<file path="config.mk">
export PLATFORM = sky130hd
export DESIGN_NAME = key_press_conditioner
export DESIGN_NICKNAME = d
export VERILOG_FILES = /design/src/rtl/kpc_pkg.sv /design/src/rtl/kpc_datapath.sv /design/src/rtl/kpc_control.sv /design/src/rtl/key_press_conditioner.sv
export SDC_FILE = /design/constraint.sdc
export NUM_CORES = 1
export LEC_CHECK = 0
export ABC_AREA = 1
export BUFFER_PORTS_ARGS = -buffer_cell sky130_fd_sc_hd__clkbuf_2
export CAP_MARGIN = 20
export CORE_UTILIZATION = 50
export CTS_BUF_LIST = sky130_fd_sc_hd__clkbuf_4 sky130_fd_sc_hd__clkbuf_8
export CTS_CLUSTER_SIZE = 40
export DETAILED_ROUTE_END_ITERATION = 10
export PLACE_DENSITY_LB_ADDON = 0.05
export SLEW_MARGIN = 5
export SYNTH_ARGS = -nofsm -noshare
export SYNTH_HDL_FRONTEND = slang
export SYNTH_SLANG_ARGS = --single-unit
</file>
<file path="constraint.sdc">
create_clock -name clk -period 1 [get_ports clk]
set_clock_uncertainty 0.05 [all_clocks]
set_input_delay 0.1 -clock clk [delete_from_list [all_inputs] [get_ports clk]]
set_output_delay 0.1 -clock clk [all_outputs]
set_load 0.01 [all_outputs]
</file>
<file path="src/rtl/kpc_pkg.sv">
package kpc_pkg;

  // Strobes from control to datapath
  typedef struct packed {
    logic emit;        // load a one into the pulse register
  } kpcStrobe_t;

  // Observations from datapath to control
  typedef struct packed {
    logic patternHit;  // history equals the stable-rise signature
    logic riseHit;     // synchronised level went low to high
  } kpcStatus_t;

endpackage

</file>
<file path="src/rtl/kpc_datapath.sv">
module kpc_datapath
  import kpc_pkg::*;
#(
  parameter int SYNC_STAGES = 2,
  parameter int HIST_W      = 16,
  parameter int LOW_RUN     = 2
) (
  input  logic                   clk,
  input  logic                   rstN,
  input  logic                   rawKey,
  input  kpcStrobe_t             strobe,
  output kpcStatus_t             status,
  output logic                   pressPulse,
  output logic [SYNC_STAGES-1:0] syncQ,
  output logic [HIST_W-1:0]      histQ
);

  localparam int HIGH_RUN = HIST_W - LOW_RUN;
  localparam logic [HIST_W-1:0] SIGNATURE = {{LOW_RUN{1'b0}}, {HIGH_RUN{1'b1}}};

  logic syncTail;

  // Synchroniser chain
  generate
    for (genvar i = 0; i < SYNC_STAGES; i++) begin : g_sync
      if (i == 0) begin : g_first
        always_ff @(posedge clk or negedge rstN) begin
          if (!rstN) syncQ[0] <= 1'b0;
          else       syncQ[0] <= rawKey;
        end
      end else begin : g_next
        always_ff @(posedge clk or negedge rstN) begin
          if (!rstN) syncQ[i] <= 1'b0;
          else       syncQ[i] <= syncQ[i-1];
        end
      end
    end
  endgenerate

  assign syncTail = syncQ[SYNC_STAGES-1];

  // Sample history, newest at bit 0
  always_ff @(posedge clk or negedge rstN) begin
    if (!rstN) histQ <= '0;
    else       histQ <= {histQ[HIST_W-2:0], syncTail};
  end

  always_comb begin
    status.patternHit = (histQ == SIGNATURE);
    status.riseHit    = syncTail & ~histQ[0];
  end

  // Registered output pulse
  always_ff @(posedge clk or negedge rstN) begin
    if (!rstN) pressPulse <= 1'b0;
    else       pressPulse <= strobe.emit;
  end

endmodule

</file>
<file path="src/rtl/kpc_control.sv">
module kpc_control
  import kpc_pkg::*;
#(
  parameter bit USE_LOCKOUT = 1'b0,
  parameter int LOCK_CYCLES = 16,
  parameter int WARM        = 18
) (
  input  logic       clk,
  input  logic       rstN,
  input  kpcStatus_t status,
  output kpcStrobe_t strobe
);

  localparam int WARM_W = $clog2(WARM + 1);
  localparam int LOCK_W = $clog2(LOCK_CYCLES + 1);

  logic [WARM_W-1:0] warmCnt;
  logic              warmDone;
  logic              candidate;
  logic              lockIdle;

  // Post-reset warm-up: history still holds reset filler
  always_ff @(posedge clk or negedge rstN) begin
    if (!rstN)          warmCnt <= '0;
    else if (!warmDone) warmCnt <= warmCnt + 1'b1;
  end

  assign warmDone  = (warmCnt == WARM_W'(WARM));
  assign candidate = USE_LOCKOUT ? status.riseHit : status.patternHit;

  generate
    if (USE_LOCKOUT) begin : g_lock
      logic [LOCK_W-1:0] lockCnt;
      always_ff @(posedge clk or negedge rstN) begin
        if (!rstN)                 lockCnt <= '0;
        else if (strobe.emit)      lockCnt <= LOCK_W'(LOCK_CYCLES);
        else if (lockCnt != '0)    lockCnt <= lockCnt - 1'b1;
      end
      assign lockIdle = (lockCnt == '0);
    end else begin : g_pattern
      assign lockIdle = 1'b1;
    end
  endgenerate

  always_comb strobe.emit = warmDone & lockIdle & candidate;

endmodule

</file>
<file path="src/rtl/key_press_conditioner.sv">
module key_press_conditioner
  import kpc_pkg::*;
#(
  parameter bit USE_LOCKOUT = 1'b0,
  parameter int LOCK_CYCLES = 16,
  parameter int SYNC_STAGES = 2,
  parameter int HIST_W      = 16,
  parameter int LOW_RUN     = 2
) (
  input  logic clk,
  input  logic rstN,
  input  logic rawKey,
  output logic pressPulse
);

  localparam int WARM = HIST_W + SYNC_STAGES;

  kpcStrobe_t             strobe;
  kpcStatus_t             status;
  logic [SYNC_STAGES-1:0] syncQ;
  logic [HIST_W-1:0]      histQ;

  kpc_datapath #(
    .SYNC_STAGES(SYNC_STAGES),
    .HIST_W     (HIST_W),
    .LOW_RUN    (LOW_RUN)
  ) u_dp (
    .clk       (clk),
    .rstN      (rstN),
    .rawKey    (rawKey),
    .strobe    (strobe),
    .status    (status),
    .pressPulse(pressPulse),
    .syncQ     (syncQ),
    .histQ     (histQ)
  );

  kpc_control #(
    .USE_LOCKOUT(USE_LOCKOUT),
    .LOCK_CYCLES(LOCK_CYCLES),
    .WARM       (WARM)
  ) u_ctl (
    .clk   (clk),
    .rstN  (rstN),
    .status(status),
    .strobe(strobe)
  );

endmodule

</file>
==> key figures, run 1 <==
Die
  – Row cnt: 13
  – Core area: ~0.0014 sq mm
  – Initial Util: 57.19%
  – Die Height: about 42 microns
  – Die ar.: approximately 0.0017 sq mm
  – I/O pin count: 4
  – Horiz. Die Dim: 41.77 microns

Layout
  – Core Util, Final: 70.77%
  – Area Growth Syn to Fin: 23.73%
  – Non-Filler Instances: 89
  – FF/Latch Area: 603.1 sq um
  – Final-layout fill cell count: 86
  – Diodes inserted: 0
  – Final nets: 80
  – Post-route cell area: ~980 sq um
  – Layout cells sized above 1: 33.78%
  – Multi-input logic area: between 200 and 250 sq um

Synth
  – Post-synthesis compound-gate area fraction: 1.266%
  – Post-synthesis mux area share: 0%
  – EDFF count, synth: 0
  – Synth Area in Adders: between 3 and 4%
  – Mean Syn Cell Area: 13.40 sq um
  – Synth cell count leaders: dfrtp_1, nand2_1, nor2_1
  – Main flop type after synthesis: dfrtp_1
  – Synth unique cells: 15
  – Post-synth top area share: 75.95%
  – Sequential share of the synthesized area: between 70% and 80%
  – Synth Cell Area: between 700 and 800 sq um
  – Area share of and/or/nand/nor cells after synthesis: 13.92%
  – Largest family of logic cells by synthesized area: simple AND/OR/NAND/NOR gates
  – Ys async rst share: 100.0%
  – Post-Synthesis Cells: 59
  – Synth area leaders: dfrtp_1, nand2_1, ha_1, nor2_1, xor2_1
  – XOR/XNOR share of the synthesized area: under 10%
  – Synth area leader: dfrtp_1
  – Synthesized flop and latch total: 24
  – Most common cell in the netlist: dfrtp_1
  – Net count after synthesis: 64
  – Yosys warnings: 0

Global route
  – Largest net degree at the start of global routing: 14
  – GRT Util Overall: 16.14%
  – Vias in the first global route: 432
  – Antenna violations before repair: 0
  – First-pass GRT wire length: 1.952 mm
  – Grt ovf: 0

STA
  – Slew Viols, Final: 0
  – Worst setup margin: -0.1892 ns
  – Fmax: ~840 MHz
  – TNS Setup: -0.5299 ns
  – RSZ-0062 raised after global routing: true
  – Final Cycle Share: 118.9%
  – Final setup viols: 5
  – Slew HR: 78.54%
  – Worst slew pin tran: between 0.3 and 0.4 ns
  – Final hold viol count: 0
  – Final Critical Period: 1.189 ns

Drt
  – Number of DRC markers in iteration 0: 8
  – Post-route DRC: 0
  – Routed Wire Length: 1.072 mm
  – Vias per Instance: roughly 4.6
  – DR WL/cell: 12.04 microns
  – Routed vias: 413
  – Pre-Repair DR Iteration Count: 4
  – Post-route antenna net violation count: 0

Placed design
  – Final GP Congestion: about 0.66
  – PortBufs: 3
  – Placed standard-cell area: 882.1 sq um
  – HPWL after DPL: 696 microns
  – Dpl cells: 81

Setup path
  – Critical Path End Type: flip-flop
  – Crit path from: u_ctl.warmCnt[0]$_DFFE_PN0P_
  – Worst setup SP type: flip-flop
  – Worst reg-to-reg path cell count: 4
  – Worst reg2reg endpoint: u_ctl.warmCnt[2]$_DFFE_PN0P_
  – CP Data Required Time: about 1.2 ns
  – R2r startpoint: u_ctl.warmCnt[0]$_DFFE_PN0P_
  – CP endpoint: u_ctl.warmCnt[2]$_DFFE_PN0P_
  – CP arrival: 1.38 ns
  – Crit path kind: reg -> reg
  – Critical Path Fanout Max: 3
  – Reg-to-reg slack, setup: -0.19 ns

Clocking
  – Root Driver: clkbuf_4
  – CTS buffer count: 3
  – Max clock buf depth: 2
  – TritonCTS Sinks: 24
  – Clock-pin slew on the worst setup and hold paths: 0.12 ns
  – Worst skew pair latency: 0.31 ns
  – CTS tree: built
  – # H-tree levels: 1

Power
  – Leak Pwr: 0.4431 nW
  – Maximum VDD drop: 0.001256 V
  – PD cells: between 1500 and 2000 mW/mm^2

Run status
  – Failing checks: negative setup slack
  – Outcome: finished with violations

Worst hold path
  – Hold Path Class: in -> async

Job
  – Max-cap violations: 0
[through the flow]
stage	hold slack, ns	setup WS [ns]	total power (W)
floorplan	-0.2456	-0.03517	0.001048
global placement	-0.04781	-0.09311	0.001084
detailed placement	-0.04151	-0.1112	0.001086
CTS	0.1434	-0.1788	0.001589
global route	0.1587	-0.2033	0.001637
finish	0.1531	-0.1892	0.001564
[logic make-up (layout without fill, tap and decap cells)]
family,after synthesis,in the layout
fa+ha+maj,2,2
flops,24,24
xor+xnor,3,3
simple gates,23,23
buf+inv,5,20
compound gates,2,2
[repair_timing]
action                                  in CTS  in global routing
resized for setup                            2                  4
hold buffers                                 2                  0
endpoints found under the setup margin       5                  5
buffers inserted                             1                  1
pin swaps                                    5                  5
hold endpoints to repair                    25                  0
[critical path: stages (launching register included)]
cell,delay (ns)
dfrtp_2,0.44
buf_4,0.15
ha_4,0.16
or2_0,0.20
a21oi_1,0.12
[where the power goes]
group          switching (W)  internal [W]  total (W)  leakage [nW]
clock network       0.000271      0.000222   0.000493        0.0210
logic              0.0000268     0.0000204  0.0000471         0.141
registers          0.0000169       0.00101    0.00102         0.281
[final cells by class]
cell class / instances / area share, %
Inverter: 5 / 1.918
Clock buffer: 4 / 3.708
Sequential cell: 24 / 61.64
Multi-Input combinational cell: 30 / 21.36
Tap cell: 15 / 1.918
Timing Repair Buffer: 11 / 9.463
[flip-flops by register name, summed over array words and instances, names as in the netlist]
name and flops:
u_dp.pressPulse 1, u_dp.syncQ 1, u_dp.syncTail 1, u_ctl.warmCnt 5, u_dp.histQ 16
[layout by cell type (no fill, tap or decap), types with 2 or more instances in the layout]
cell type,n
clkbuf_2,3
clkbuf_4,3
nand3_2,2
ha_4,2
nor2_1,4
inv_1,3
xor2_1,2
inv_2,2
buf_4,5
dfrtp_1,22
dfrtp_2,2
dlygate4sd3_1,2
nand2_1,11
[worst min-delay path by stage]
stage                                   endpoint  depth (start not counted)
floorplan           u_ctl.warmCnt[0]$_DFFE_PN0P_                          0
global placement         u_dp.histQ[6]$_DFF_PN0_                          1
detailed placement       u_dp.histQ[5]$_DFF_PN0_                          1
CTS                      u_dp.histQ[3]$_DFF_PN0_                          2
global route             u_dp.histQ[3]$_DFF_PN0_                          2
finish                   u_dp.histQ[3]$_DFF_PN0_                          2
[routing by layer]
layer | vias to the layer above | share of wire (%) | GRT usage [%]
li1 | 212 | - | -
met1 | 191 | 48 | 21.07
met2 | 8 | 46 | 21.56
met3 | 2 | 4.7 | 9.130
met4 | 0 | 0.75 | 7.742
met5 | - | 0 | 0
Power figures use the tool's default switching activity.
==> run 2, diff against run 1 <==
--- a/config.mk
+++ b/config.mk
@@ -10,7 +10,6 @@
 export CAP_MARGIN = 20
 export CORE_UTILIZATION = 50
 export CTS_BUF_LIST = sky130_fd_sc_hd__clkbuf_4 sky130_fd_sc_hd__clkbuf_8
-export CTS_CLUSTER_SIZE = 40
 export DETAILED_ROUTE_END_ITERATION = 10
 export PLACE_DENSITY_LB_ADDON = 0.05
 export SLEW_MARGIN = 5
==> constraint.sdc (replaced) <==
create_clock -name clk -period 1.4 [get_ports clk]
set_clock_uncertainty 0.05 [all_clocks]
set_input_delay 0.14 -clock clk [delete_from_list [all_inputs] [get_ports clk]]
set_output_delay 0.14 -clock clk [all_outputs]
set_load 0.01 [all_outputs]
==> key figures, run 2 (synthesis results as in run 1) <==
Die
  – Initial Util: 57.19%
  – Die Height: 41.77 microns
  – Row cnt: 13
  – I/O pin count: 4
  – Horiz. Die Dim: 41.77 microns
  – Die ar.: around 0.0017 sq mm
  – Core area: 0.001383 sq mm

Setup path
  – Critical Path End Type: flip-flop
  – Worst reg2reg endpoint: u_ctl.warmCnt[0]$_DFFE_PN0P_
  – Crit path buf inv count: 1
  – CP cell instances: inv_1 -> ha_1 -> nand2_2 -> nor2_4 -> xor2_1
  – Worst setup SP type: flip-flop
  – Top delay family on crit path: flip-flops
  – CP endpoint: u_ctl.warmCnt[0]$_DFFE_PN0P_
  – WP depth: 5
  – Crit path kind: reg -> reg
  – R2r startpoint: u_ctl.warmCnt[0]$_DFFE_PN0P_
  – Worst path slowest cell: dfrtp_1
  – CP Data Required Time: 1.59 ns
  – CP peak stage delay: 0.41 ns
  – Critical Path Fanout Max: 5
  – Reg-to-reg slack, setup: around 0.22 ns
  – Worst reg-to-reg path cell count: 5
  – Crit path from: u_ctl.warmCnt[0]$_DFFE_PN0P_
  – CP arrival: 1.37 ns

Clocking
  – CTS tree: built
  – Hold bufs inserted after CTS: 2
  – Worst skew pair latency: 0.31 ns
  – Post-CTS Resized: 0
  – # H-tree levels: 1
  – Max clock buf depth: 2
  – Postcts setup bufs: 0
  – Root Driver: clkbuf_4
  – Clock-pin slew on the worst setup and hold paths: 0.12 ns
  – TritonCTS Sinks: 24
  – CTS buffer count: 3

Layout
  – Largest reg by FF count: u_dp.histQ
  – Layout cells sized above 1: roughly 16%
  – Post-route cell area: approximately 870 sq um
  – Diodes inserted: 0
  – Most frequent cells in the layout: dfrtp_1, nand2_1, nor2_1, inv_1
  – Area Growth Syn to Fin: 9.652%
  – Commonest non-fill, non-tap cell in the layout: dfrtp_1
  – Top flop regs: u_dp.histQ: 16 flops, u_ctl.warmCnt: 5 flops
  – Largest register FFs: 16
  – Non-Filler Instances: 82
  – Final nets: 74

STA
  – Final hold viol count: 0
  – TNS Setup: 0 ns
  – Final Cycle Share: 84.01%
  – Worst slew pin tran: 0.5579 ns
  – Fin Hold WS: 0.2944 ns
  – Fmax: 850.2 MHz
  – RSZ-0062 raised after global routing: false
  – Worst setup margin: 0.2238 ns
  – Final Critical Period: between 1 and 1.5 ns
  – Slew Viols, Final: 0
  – Slew HR: 62.80%
  – Final setup viols: 0

Worst hold path
  – Hold Path Class: in -> async

Job
  – Max-cap violations: 0

Global route
  – Grt ovf: 0
  – Antenna violations before repair: 0
  – GRT Util Overall: 14.79%
  – Largest net degree at the start of global routing: 25
  – First-pass GRT wire length: 1.759 mm
  – Vias in the first global route: 417

Placed design
  – PortBufs: 3
  – HPWL after DPL: 660 microns
  – Placed standard-cell area: 824.5 sq um
  – Dpl cells: 77
  – Dpl ws: approximately 0.23 ns
  – Final GP Congestion: 0.6724

Drt
  – DR WL/cell: 12.21 microns
  – Number of DRC markers in iteration 0: 0
  – Routed vias: 393
  – Vias per Instance: 4.793
  – Post-route antenna net violation count: 0
  – Pre-Repair DR Iteration Count: 1
  – Routed Wire Length: 1.001 mm
  – Post-route DRC: 0

Run status
  – Outcome: completed

Power
  – Leak Pwr: around 0.4 nW
  – Maximum VDD drop: 0.0005565 V
  – PD cells: 1201 mW/mm^2
run 2: cell count changes in the layout (fill, tap and decap cells not counted), moves of 2 or more:
cell / previous run / this run
dfrtp_1: 22 / 24
ha_4: 2 / 0
ha_1: 0 / 2
dfrtp_2: 2 / 0
buf_4: 5 / 0
run 2: through the flow:
stage / total power (W) / utilization (%)
6_report: 0.001041 / 62.71
5_1_grt: 0.001094 / 62.71
4_1_cts: 0.001058 / 62.71
3_5_place_dp: 0.0007687 / 59.64
3_3_place_gp: 0.0007681 / 59.64
2_1_floorplan: 0.0007485 / -
run 2: cell type report:
type	count	area (sq um)
inverters	5	18.77
multi-input cells	30	171.4
repair buffers	5	35.03
fillers	112	515.5
flip-flops and latches	24	600.6
clock buffers	3	22.52
well taps	15	18.77
run 2: worst min path at each step:
stage,start,to,slack [ns],depth (start not counted)
2_1_floorplan,rstN,u_ctl.warmCnt[0]$_DFFE_PN0P_,-0.21,0
3_3_place_gp,rstN,u_dp.histQ[7]$_DFF_PN0_,0.10,1
3_5_place_dp,rstN,u_dp.histQ[6]$_DFF_PN0_,0.11,1
4_1_cts,rstN,u_dp.histQ[4]$_DFF_PN0_,0.30,2
5_1_grt,rstN,u_dp.histQ[4]$_DFF_PN0_,0.33,2
6_report,rstN,u_dp.histQ[3]$_DFF_PN0_,0.29,2
run 2: routing by layer:
| metal | share of wire (%) | track usage (%) | wire [microns] | vias up |
|---|---|---|---|---|
| li1 | - | - | - | 199 |
| met1 | 51 | 16.22 | 507 | 183 |
| met2 | 41 | 22.19 | 414 | 7 |
| met3 | 5.8 | 9.130 | 58 | 4 |
| met4 | 2.1 | 7.742 | 21 | 0 |
| met5 | 0 | 0 | 0 | - |
run 2: power by group:
group / switching [W] / internal [W] / total (W) / leakage [nW]
combinational: 0.0000178 / 0.00000908 / 0.0000269 / 0.107
clock: 0.000183 / 0.000101 / 0.000283 / 0.0138
sequential: 0.0000120 / 0.000719 / 0.000731 / 0.283
total: 0.000213 / 0.000829 / 0.00104 / 0.404
